--- src/rtl/ext_irq_pkg.sv ---
package ext_irq_pkg;

   // Bit positions of the control fields inside the written word
   localparam int CFG_MODE_BIT = 25;
   localparam int CFG_PASS_BIT = 24;
   localparam int CFG_EDGE_BIT = 23;

   typedef struct packed {
      logic pin_mode;   // 0: encoded word, 1: independent lines
      logic nmi_pass;   // 1: NMI not held back by the block flag
      logic nmi_rise;   // 1: rising edge, 0: falling edge
   } irq_cfg_t;

endpackage

--- src/rtl/irq_sync.sv ---
module irq_sync #(
   parameter int            W       = 1,
   parameter int            STAGES  = 2,
   parameter logic [W-1:0]  RST_VAL = '0
) (
   input  logic         clk,
   input  logic         rst_n,
   input  logic [W-1:0] d,
   output logic [W-1:0] q
);

   generate
      if (STAGES < 2) begin : g_bad_stages
         $error("irq_sync: STAGES must be at least 2");
      end
      if (W < 1) begin : g_bad_width
         $error("irq_sync: W must be at least 1");
      end
   endgenerate

   logic [W-1:0] st [STAGES];

   always_ff @(posedge clk or negedge rst_n) begin
      if (!rst_n) begin
         for (int i = 0; i < STAGES; i++) st[i] <= RST_VAL;
      end else begin
         st[0] <= d;
         for (int i = 1; i < STAGES; i++) st[i] <= st[i-1];
      end
   end

   assign q = st[STAGES-1];

endmodule

--- src/rtl/nmi_edge_unit.sv ---
module nmi_edge_unit (
   input  logic clk,
   input  logic rst_n,
   input  logic pin_s,
   input  logic rise_sel,
   input  logic pass,
   input  logic cpu_block,
   input  logic ack,
   output logic edge_o,
   output logic pend_o,
   output logic req_o,
   output logic ctx_lost_o
);

   logic prev_q;
   logic pend_q;
   logic fresh_q;

   // edge of the synchronised pin against its previous sample
   assign edge_o = rise_sel ? (pin_s & ~prev_q) : (~pin_s & prev_q);

   always_ff @(posedge clk or negedge rst_n) begin
      if (!rst_n) begin
         prev_q  <= 1'b1;
         pend_q  <= 1'b0;
         fresh_q <= 1'b0;
      end else begin
         prev_q  <= pin_s;
         pend_q  <= edge_o | (pend_q & ~ack);
         fresh_q <= edge_o & ~pend_q;
      end
   end

   assign pend_o     = pend_q;
   assign req_o      = pend_q & (~cpu_block | pass);
   assign ctx_lost_o = fresh_q & cpu_block & pass;

endmodule

--- src/rtl/level_filter.sv ---
module level_filter #(
   parameter int W      = 4,
   parameter int STABLE = 4
) (
   input  logic         clk,
   input  logic         rst_n,
   input  logic         clr,
   input  logic [W-1:0] samp,
   output logic [W-1:0] filt_o
);

   localparam int             RUN_W   = (STABLE > 2) ? $clog2(STABLE) : 1;
   localparam logic [RUN_W-1:0] RUN_MAX = RUN_W'(STABLE - 1);

   generate
      if (STABLE < 2) begin : g_bad_stable
         $error("level_filter: STABLE must be at least 2");
      end
   endgenerate

   logic [W-1:0]     last_q;
   logic [W-1:0]     filt_q;
   logic [RUN_W-1:0] run_q;
   logic             same;

   assign same = (samp == last_q);

   always_ff @(posedge clk or negedge rst_n) begin
      if (!rst_n) begin
         last_q <= '1;
         filt_q <= '1;
         run_q  <= '0;
      end else begin
         last_q <= samp;
         if (clr) begin
            filt_q <= '1;
            run_q  <= '0;
         end else begin
            if (run_q == RUN_MAX) filt_q <= last_q;
            if (!same)                run_q <= '0;
            else if (run_q != RUN_MAX) run_q <= run_q + 1'b1;
         end
      end
   end

   assign filt_o = filt_q;

endmodule

--- src/rtl/req_encoder.sv ---
module req_encoder #(
   parameter int W = 4
) (
   input  logic         indep,
   input  logic [W-1:0] filt_n,
   input  logic [W-1:0] live_n,
   output logic         valid,
   output logic [W-1:0] code
);

   localparam int CODE_W = $clog2(W);

   generate
      if (W < 2) begin : g_bad_w
         $error("req_encoder: W must be at least 2");
      end
   endgenerate

   logic [W-1:0]      act;
   logic [CODE_W-1:0] idx;
   logic              any_act;

   assign act     = ~live_n;
   assign any_act = |act;

   // lowest-numbered active line wins
   always_comb begin
      idx = '0;
      for (int i = W - 1; i >= 0; i--) begin
         if (act[i]) idx = CODE_W'(i);
      end
   end

   always_comb begin
      if (indep) begin
         valid = any_act;
         code  = {{(W - CODE_W){1'b0}}, idx};
      end else begin
         valid = (filt_n != '1);
         code  = ~filt_n;
      end
   end

endmodule

--- src/rtl/ext_irq_cond.sv ---
module ext_irq_cond
   import ext_irq_pkg::*;
#(
   parameter int NREQ           = 4,
   parameter int SYNC_STAGES    = 2,
   parameter int STABLE_SAMPLES = 4,
   parameter int CFG_W          = 32
) (
   input  logic             clk,
   input  logic             rst_n,
   input  logic             cfg_we,
   input  logic [CFG_W-1:0] cfg_wdata,
   input  logic             nmi_pin,
   input  logic [NREQ-1:0]  req_pin_n,
   input  logic             cpu_block,
   input  logic             nmi_ack,
   output logic             nmi_req,
   output logic             nmi_ctx_lost,
   output logic             irq_valid,
   output logic [NREQ-1:0]  irq_code
);

   generate
      if (CFG_W < CFG_MODE_BIT + 2) begin : g_bad_cfg_w
         $error("ext_irq_cond: CFG_W too narrow for the control fields");
      end
      if (NREQ < 2) begin : g_bad_nreq
         $error("ext_irq_cond: NREQ must be at least 2");
      end
   endgenerate

   // control register
   irq_cfg_t cfg_q;
   irq_cfg_t cfg_d;
   logic     mode_clr;
   logic     unused_cfg_bits;

   always_comb begin
      cfg_d.pin_mode = cfg_wdata[CFG_MODE_BIT];
      cfg_d.nmi_pass = cfg_wdata[CFG_PASS_BIT];
      cfg_d.nmi_rise = cfg_wdata[CFG_EDGE_BIT];
   end

   assign unused_cfg_bits = ^{cfg_wdata[CFG_W-1:CFG_MODE_BIT+1],
                              cfg_wdata[CFG_EDGE_BIT-1:0]};

   assign mode_clr = cfg_we && (cfg_d.pin_mode != cfg_q.pin_mode);

   always_ff @(posedge clk or negedge rst_n) begin
      if (!rst_n)      cfg_q <= '0;
      else if (cfg_we) cfg_q <= cfg_d;
   end

   // pin synchronisers
   logic            nmi_s;
   logic [NREQ-1:0] req_s;

   irq_sync #(.W(1), .STAGES(SYNC_STAGES), .RST_VAL(1'b1)) u_nmi_sync (
      .clk   (clk),
      .rst_n (rst_n),
      .d     (nmi_pin),
      .q     (nmi_s)
   );

   irq_sync #(.W(NREQ), .STAGES(SYNC_STAGES), .RST_VAL({NREQ{1'b1}})) u_req_sync (
      .clk   (clk),
      .rst_n (rst_n),
      .d     (req_pin_n),
      .q     (req_s)
   );

   // NMI path
   logic nmi_edge;
   logic nmi_pend;

   nmi_edge_unit u_nmi (
      .clk        (clk),
      .rst_n      (rst_n),
      .pin_s      (nmi_s),
      .rise_sel   (cfg_q.nmi_rise),
      .pass       (cfg_q.nmi_pass),
      .cpu_block  (cpu_block),
      .ack        (nmi_ack),
      .edge_o     (nmi_edge),
      .pend_o     (nmi_pend),
      .req_o      (nmi_req),
      .ctx_lost_o (nmi_ctx_lost)
   );

   // maskable request path
   logic [NREQ-1:0] req_filt;

   level_filter #(.W(NREQ), .STABLE(STABLE_SAMPLES)) u_filt (
      .clk    (clk),
      .rst_n  (rst_n),
      .clr    (mode_clr),
      .samp   (req_s),
      .filt_o (req_filt)
   );

   req_encoder #(.W(NREQ)) u_enc (
      .indep  (cfg_q.pin_mode),
      .filt_n (req_filt),
      .live_n (req_s),
      .valid  (irq_valid),
      .code   (irq_code)
   );

endmodule

--- config.mk ---
export PLATFORM = sky130hd
export DESIGN_NAME = ext_irq_cond
export DESIGN_NICKNAME = d
export VERILOG_FILES = /design/src/rtl/ext_irq_pkg.sv /design/src/rtl/irq_sync.sv /design/src/rtl/nmi_edge_unit.sv /design/src/rtl/level_filter.sv /design/src/rtl/req_encoder.sv /design/src/rtl/ext_irq_cond.sv
export SDC_FILE = /design/constraint.sdc
export NUM_CORES = 1
export LEC_CHECK = 0
export BUFFER_PORTS_ARGS = -buffer_cell sky130_fd_sc_hd__buf_2
export CAP_MARGIN = 5
export CORE_MARGIN = 1
export CORE_UTILIZATION = 35
export CTS_CLUSTER_DIAMETER = 120
export DETAILED_ROUTE_END_ITERATION = 7
export GPL_TIMING_DRIVEN = 0
export PLACE_DENSITY = 0.62
export SLEW_MARGIN = 20
export SYNTH_ARGS = -nofsm -noshare
export SYNTH_HDL_FRONTEND = slang
export SYNTH_SLANG_ARGS = --single-unit
export TNS_END_PERCENT = 20
--- constraint.sdc ---
create_clock -name clk -period 3.8 [get_ports clk]
set_clock_uncertainty 0.05 [all_clocks]
set_input_delay 0 -clock clk [delete_from_list [all_inputs] [get_ports clk]]
set_output_delay 0 -clock clk [all_outputs]
set_load 0.02 [all_outputs]
Yosys cells after proc, flatten, opt, wreduce, memory -nomap -nowiden
Index checks and enable logic that the tools add are counted.
Cells by class
  equal/unequal tests: 6
  $add $sub $neg: 1
  multiplexer cells: 12
  reduce and logical (&&, ||, !) cells: 3
  bitwise logic cells: 16
Operators with widths (count)
  $mux W2: 7
  $mux W4: 3
  $not A4 Y4: 2
  $and A1 B1 Y1: 7
  $not A1 Y1: 5
  $eq A4 B4 Y1: 1
  $ne A4 B4 Y1 const B: 1
  $reduce_or A4 Y1: 1
  $ne A3 B3 Y1 const B: 1
  $add A2 B1 Y2 const B: 1
  $eq A2 B2 Y1 const B: 1
  $mux W1: 2
  $ne A2 B2 Y1 const B: 1
  $or A1 B1 Y1: 2
  $reduce_bool A2 Y1: 1
  $logic_and A1 B1 Y1: 1
  $ne A1 B1 Y1: 1
Storage, ports and cells
  input port bits: 42
  register bits after elaboration: 26
  output and inout port bits: 7

Longest topological paths before layout
  word-level depth: 6
  depth in mapped cells: 4

Cells and area by module
A second synthesis with hierarchy kept.
Second synthesis, totals
  cells, all modules: 81
  area, all modules: 1054.8 sq um
Modules (own cells, without submodules)
  level_filter: times used 1, area an instance 420.4 sq um, cells each 32
  irq_sync (u_req_sync): times used 1, area an instance 240.2 sq um, cells each 12
  nmi_edge_unit: times used 1, area an instance 136.4 sq um, cells each 12
  ext_irq_cond: times used 1, area an instance 125.1 sq um, cells each 8
  req_encoder: times used 1, area an instance 80.1 sq um, cells each 15
  irq_sync (u_nmi_sync): times used 1, area an instance 52.6 sq um, cells each 2

Worst setup path before layout
OpenSTA, ideal clock, no wires.
  kind: reg2reg
  start: reg cfg_q[2] (netlist bit)
  end: reg u_filt.run_q[1]
  arrival time: 1097 ps
  setup time: 86 ps
  period minus slack after synthesis: 1233 ps
  stages on the path, launching flop included: 5
  required time: 3664 ps
  path buffers: 1
  slack: 2567 ps
  path through: dfrtp_1 -> buf_6 -> xor2_1 -> a211o_1 -> nor3_1
On the way
  word-level cells in the longest chain between the ends: 3
  elaborated cells on any way between the ends: 4
RTL lines
  start, declared: RTL line ext_irq_cond.sv:33  | irq_cfg_t cfg_q;
  start signal, assigned: RTL line ext_irq_cond.sv:51  | else if (cfg_we) cfg_q <= cfg_d;
  $ne A1 B1 Y1 (*): RTL line ext_irq_cond.sv:47  | assign mode_clr = cfg_we && (cfg_d.pin_mode != cfg_q.pin_mode);
  $logic_and A1 B1 Y1 (*): RTL line ext_irq_cond.sv:47
  $ne A3 B3 Y1 (no line) / $mux W2 (equally long branches)
  end signal, assigned: RTL line level_filter.sv:41  | else if (run_q != RUN_MAX) run_q <= run_q + 1'b1;
  end, declared: RTL line level_filter.sv:23  | logic [RUN_W-1:0] run_q;
Every way passes the cells marked *; elsewhere a longest branch is shown, timed or not.
A chain may end at the register's enable or synchronous reset.

==> run_results.csv <==
group,metric,value,unit
worst_setup_path,required,3.98,ns
cts,post_cts.repair.setup_buffers,0,
timing,tns,0,ns
final_layout,finalNonFillerCells,144,
grt,number_of_global_route_vias_before_repair,653,
grt,grt.total_usage,13.7,%
cts,clock_tree_from_tritoncts,"yes",
job,drv.max_cap_violation_count,0,
yosys,syn_area,990,µm²
final_layout,n_fill_cell,229,
timing,fraction_of_the_cycle_the_final_worst_path_needs,45.4,%
worst_setup_path,timing.critical_path.to_type,"register",
floorplanning,floorplan.initialDensity,38.5,%
final_layout,finish.net_count,158,
cts,clk_pin_slew_worst_setup_hold_paths,0.14,ns
timing,rsz0062_at_grt,"no",
yosys,netlist.area_leader.share,50.4,%
pwr,power.leakage,0.000596,µW
worst_setup_path,worst_setup_path_start_kind,"input pin",
cts,cts.htree.levels,1,
timing,max_slew.worst_pin.slew,0.545,ns
worst_setup_path,worstPathMaxFanout,6,
route,postRouteWirelength,1600,µm
timing,final_hold_viol_count,0,
route,drc,0,
floorplanning,die-area,3040,µm²
pwr,pwr_density_cell,400,nW/µm²
floorplanning,row_count,18,
pwr,vdd.ir_drop.worst,0.280,mV
yosys,netlist.top_cell.by_area,"dfstp_2",
worst_setup_path,critPathSlowestCell,"dlygate4sd3_1",
timing,period_needed,1.73,ns
route,route.detailed.vias_per_inst,4.56,
grt,grt_total_ovfl,0,
worst_setup_path,critical_path.n_buffers_inverters,4,
place,gp_routability_congestion,0.770,
cts,cts_num_sinks,26,
worst_setup_path,critical_path.cell_chain,"dlygate4sd3_1 > buf_2 > nand2_1 > dlygate4sd3_1 > o21ai_0 > dlygate4sd3_1",
floorplanning,core,2570,µm²
yosys,synthTopCellsByArea,"dfstp_2 (50%), dfrtp_1 (18%), mux2i_1 (5.1%), xor2_1 (3.5%), nand2_1 (3.4%)",
grt,initial_antenna_violation_count,0,
yosys,post_synth_inst_count,76,
worst_setup_path,crit_family,"buffers and inverters",
yosys,synth_edf_count,0,
timing,fmaxAchievable,0.579,GHz
timing,slew_headroom,63.7,%
route,routed-via-count,657,
grt,pin_count_of_the_biggest_net_entering_global_routing,27,
final_layout,area_delta_synth_final,33.4,%
yosys,synth.yosys.seq_area_share,68.1,%
cts,cts_buffers,3,
floorplanning,floorplan.die.height,55.2,µm
worst_setup_path,critical_path_type,"in -> reg",
yosys,synth.most_common_cell,"dfstp_2",
route,firstDrtPassIters,4,
pwr,fin_total_pwr,529,µW
yosys,synth_ff_type,"dfstp_2",
place,placedCellCount,125,
grt,first_pass_grt_wire_length,2770,µm
route,postRouteAntennaNets,0,
yosys,ranking_of_synthesized_cells_by_instance_count,"dfstp_2 (19), nand2_1 (9), dfrtp_1 (7), nor2_1 (6), mux2i_1 (5)",
yosys,netlist-cell-type-count,21,
floorplanning,dieWidth,55.2,µm
route,first_iter_violations,22,
final_layout,post_route_cells_drive_above_1_share,40.4,%
timing,final.hold.worst_slack,0.129,ns
place,pre_cts_ws,2.50,ns
worst_setup_path,cp_slowest_stage_delay,0.55,ns
timing,drv_slew,0,
yosys,synth_seq_cells,26,
final_layout,antenna-diode-count,0,
place,buffer_ports.inserted,19,
floorplanning,ios,49,
route,average_wire_per_standard_cell,11.1,µm
cts,maximum_clock_insertion_buffer_count,2,
worst_setup_path,worst_ep_arrival_time,1.90,ns
cts,clock_root_buffer,"clkbuf_4",
cts,worstSkewPairLatency,0.32,ns
yosys,postSynthAreaPerCell,13.0,µm²
yosys,asyncSetResetFlopFracSynth,100,%
timing,post-route-worst-setup-slack,2.07,ns
yosys,synth.net_count,119,
min_path,hold_path.class,"in -> async",
timing,final_setup_vio_count,0,
yosys,yosys_warnings,0,
worst_setup_path,cpMostUsedCell,"dlygate4sd3_1",
status,status,"finished clean",
## worst register-to-register path, cell delays in order, from the launching register on
cell	delay, ns
dfrtp_1	0.40
buf_6	0.14
mux2_2	0.25
dlygate4sd3_1	0.55
## layout make-up
| cell class | count | area, µm² | share of cell area [%] |
|---|---|---|---|
| flip-flops and latches | 26 | 674 | 51.1 |
| multi-input cells | 45 | 289 | 21.9 |
| repair buffers | 34 | 245 | 18.6 |
| clock buffers | 4 | 47.5 | 3.60 |
| well taps | 30 | 37.5 | 2.84 |
| plain buffers | 2 | 15.0 | 1.14 |
| inverters | 3 | 11.3 | 0.853 |
## cell usage in the layout, fill, tap and decap left out, drive strengths merged, types with 2 or more instances in the layout
cell and count:
xor2 4, xnor2 2, mux2 2, dfstp 19, o21ai 4, mux2i 5
clkbuf 5, nor2 6, nor3 2, a21oi 3, dlygate4sd3 15, nand2 9
nand4 2, buf 20, dfrtp 7, inv 3
## stage by stage
stage / utilization (%) / area (µm²)
after CTS: 51.4 / 1320
after global placement: 43.7 / 1120
after global routing: 51.4 / 1320
after floorplan: - / 990
after detailed placement: 43.7 / 1120
final: 51.4 / 1320
## final timing paths
| kind | startpoint | to | slack (ns) | depth (start not counted) |
|---|---|---|---|---|
| worst max-delay path | cfg_we | cfg_q[1]$_DFFE_PN0P_ | 2.07 | 6 |
| worst min-delay path | rst_n | u_filt.run_q[1]$_DFFE_PN0P_ | 0.13 | 2 |
| worst max register to register | cfg_q[2]$_DFFE_PN0P_ | cfg_q[2]$_DFFE_PN0P_ | 2.32 | 3 |
| worst min register to register | u_req_sync.st[6]$_DFF_PN1_ | u_req_sync.q[2]$_DFF_PN1_ | 0.31 | 0 |
| max in group asynchronous | rst_n | u_req_sync.st[6]$_DFF_PN1_ | 3.19 | 2 |
| min in group clk | cpu_block | nmi_req | 0.24 | 3 |
## layer usage
layer / wire length (µm) / global-route usage (%)
met5: 0 / 0
met4: 17 / 5.00
met3: 96 / 6.28
met2: 730 / 21.7
met1: 751 / 16.4
## report_power, final
group          leakage (µW)  switching [µW]  internal [µW]
Clock             0.0000261            80.3           80.4
Sequential         0.000289            8.82            298
Combinational      0.000281            29.1           32.3
Total              0.000596             118            410
## repair_timing
action | in CTS | in global routing
hold buffers | 15 | 0
gates resized for setup | 0 | 0
hold endpoints to repair | 39 | 0
## state kept, by name, indices dropped and copies added, names as in the netlist, 2 cells and up
| name | flops |
|---|---|
| u_filt.last_q | 4 |
| u_req_sync.st | 4 |
| u_filt.run_q | 2 |
| u_req_sync.q | 4 |
| u_filt.filt_o | 4 |
| cfg_q | 3 |
## kinds of logic after synthesis
family,synth area share (%)
flops,68.1
simple gates,9.99
compound gates,5.31
mux,7.33
xor+xnor,5.31
buf+inv,2.65
fa+ha+maj,1.26
Power figures use the tool's default switching activity.
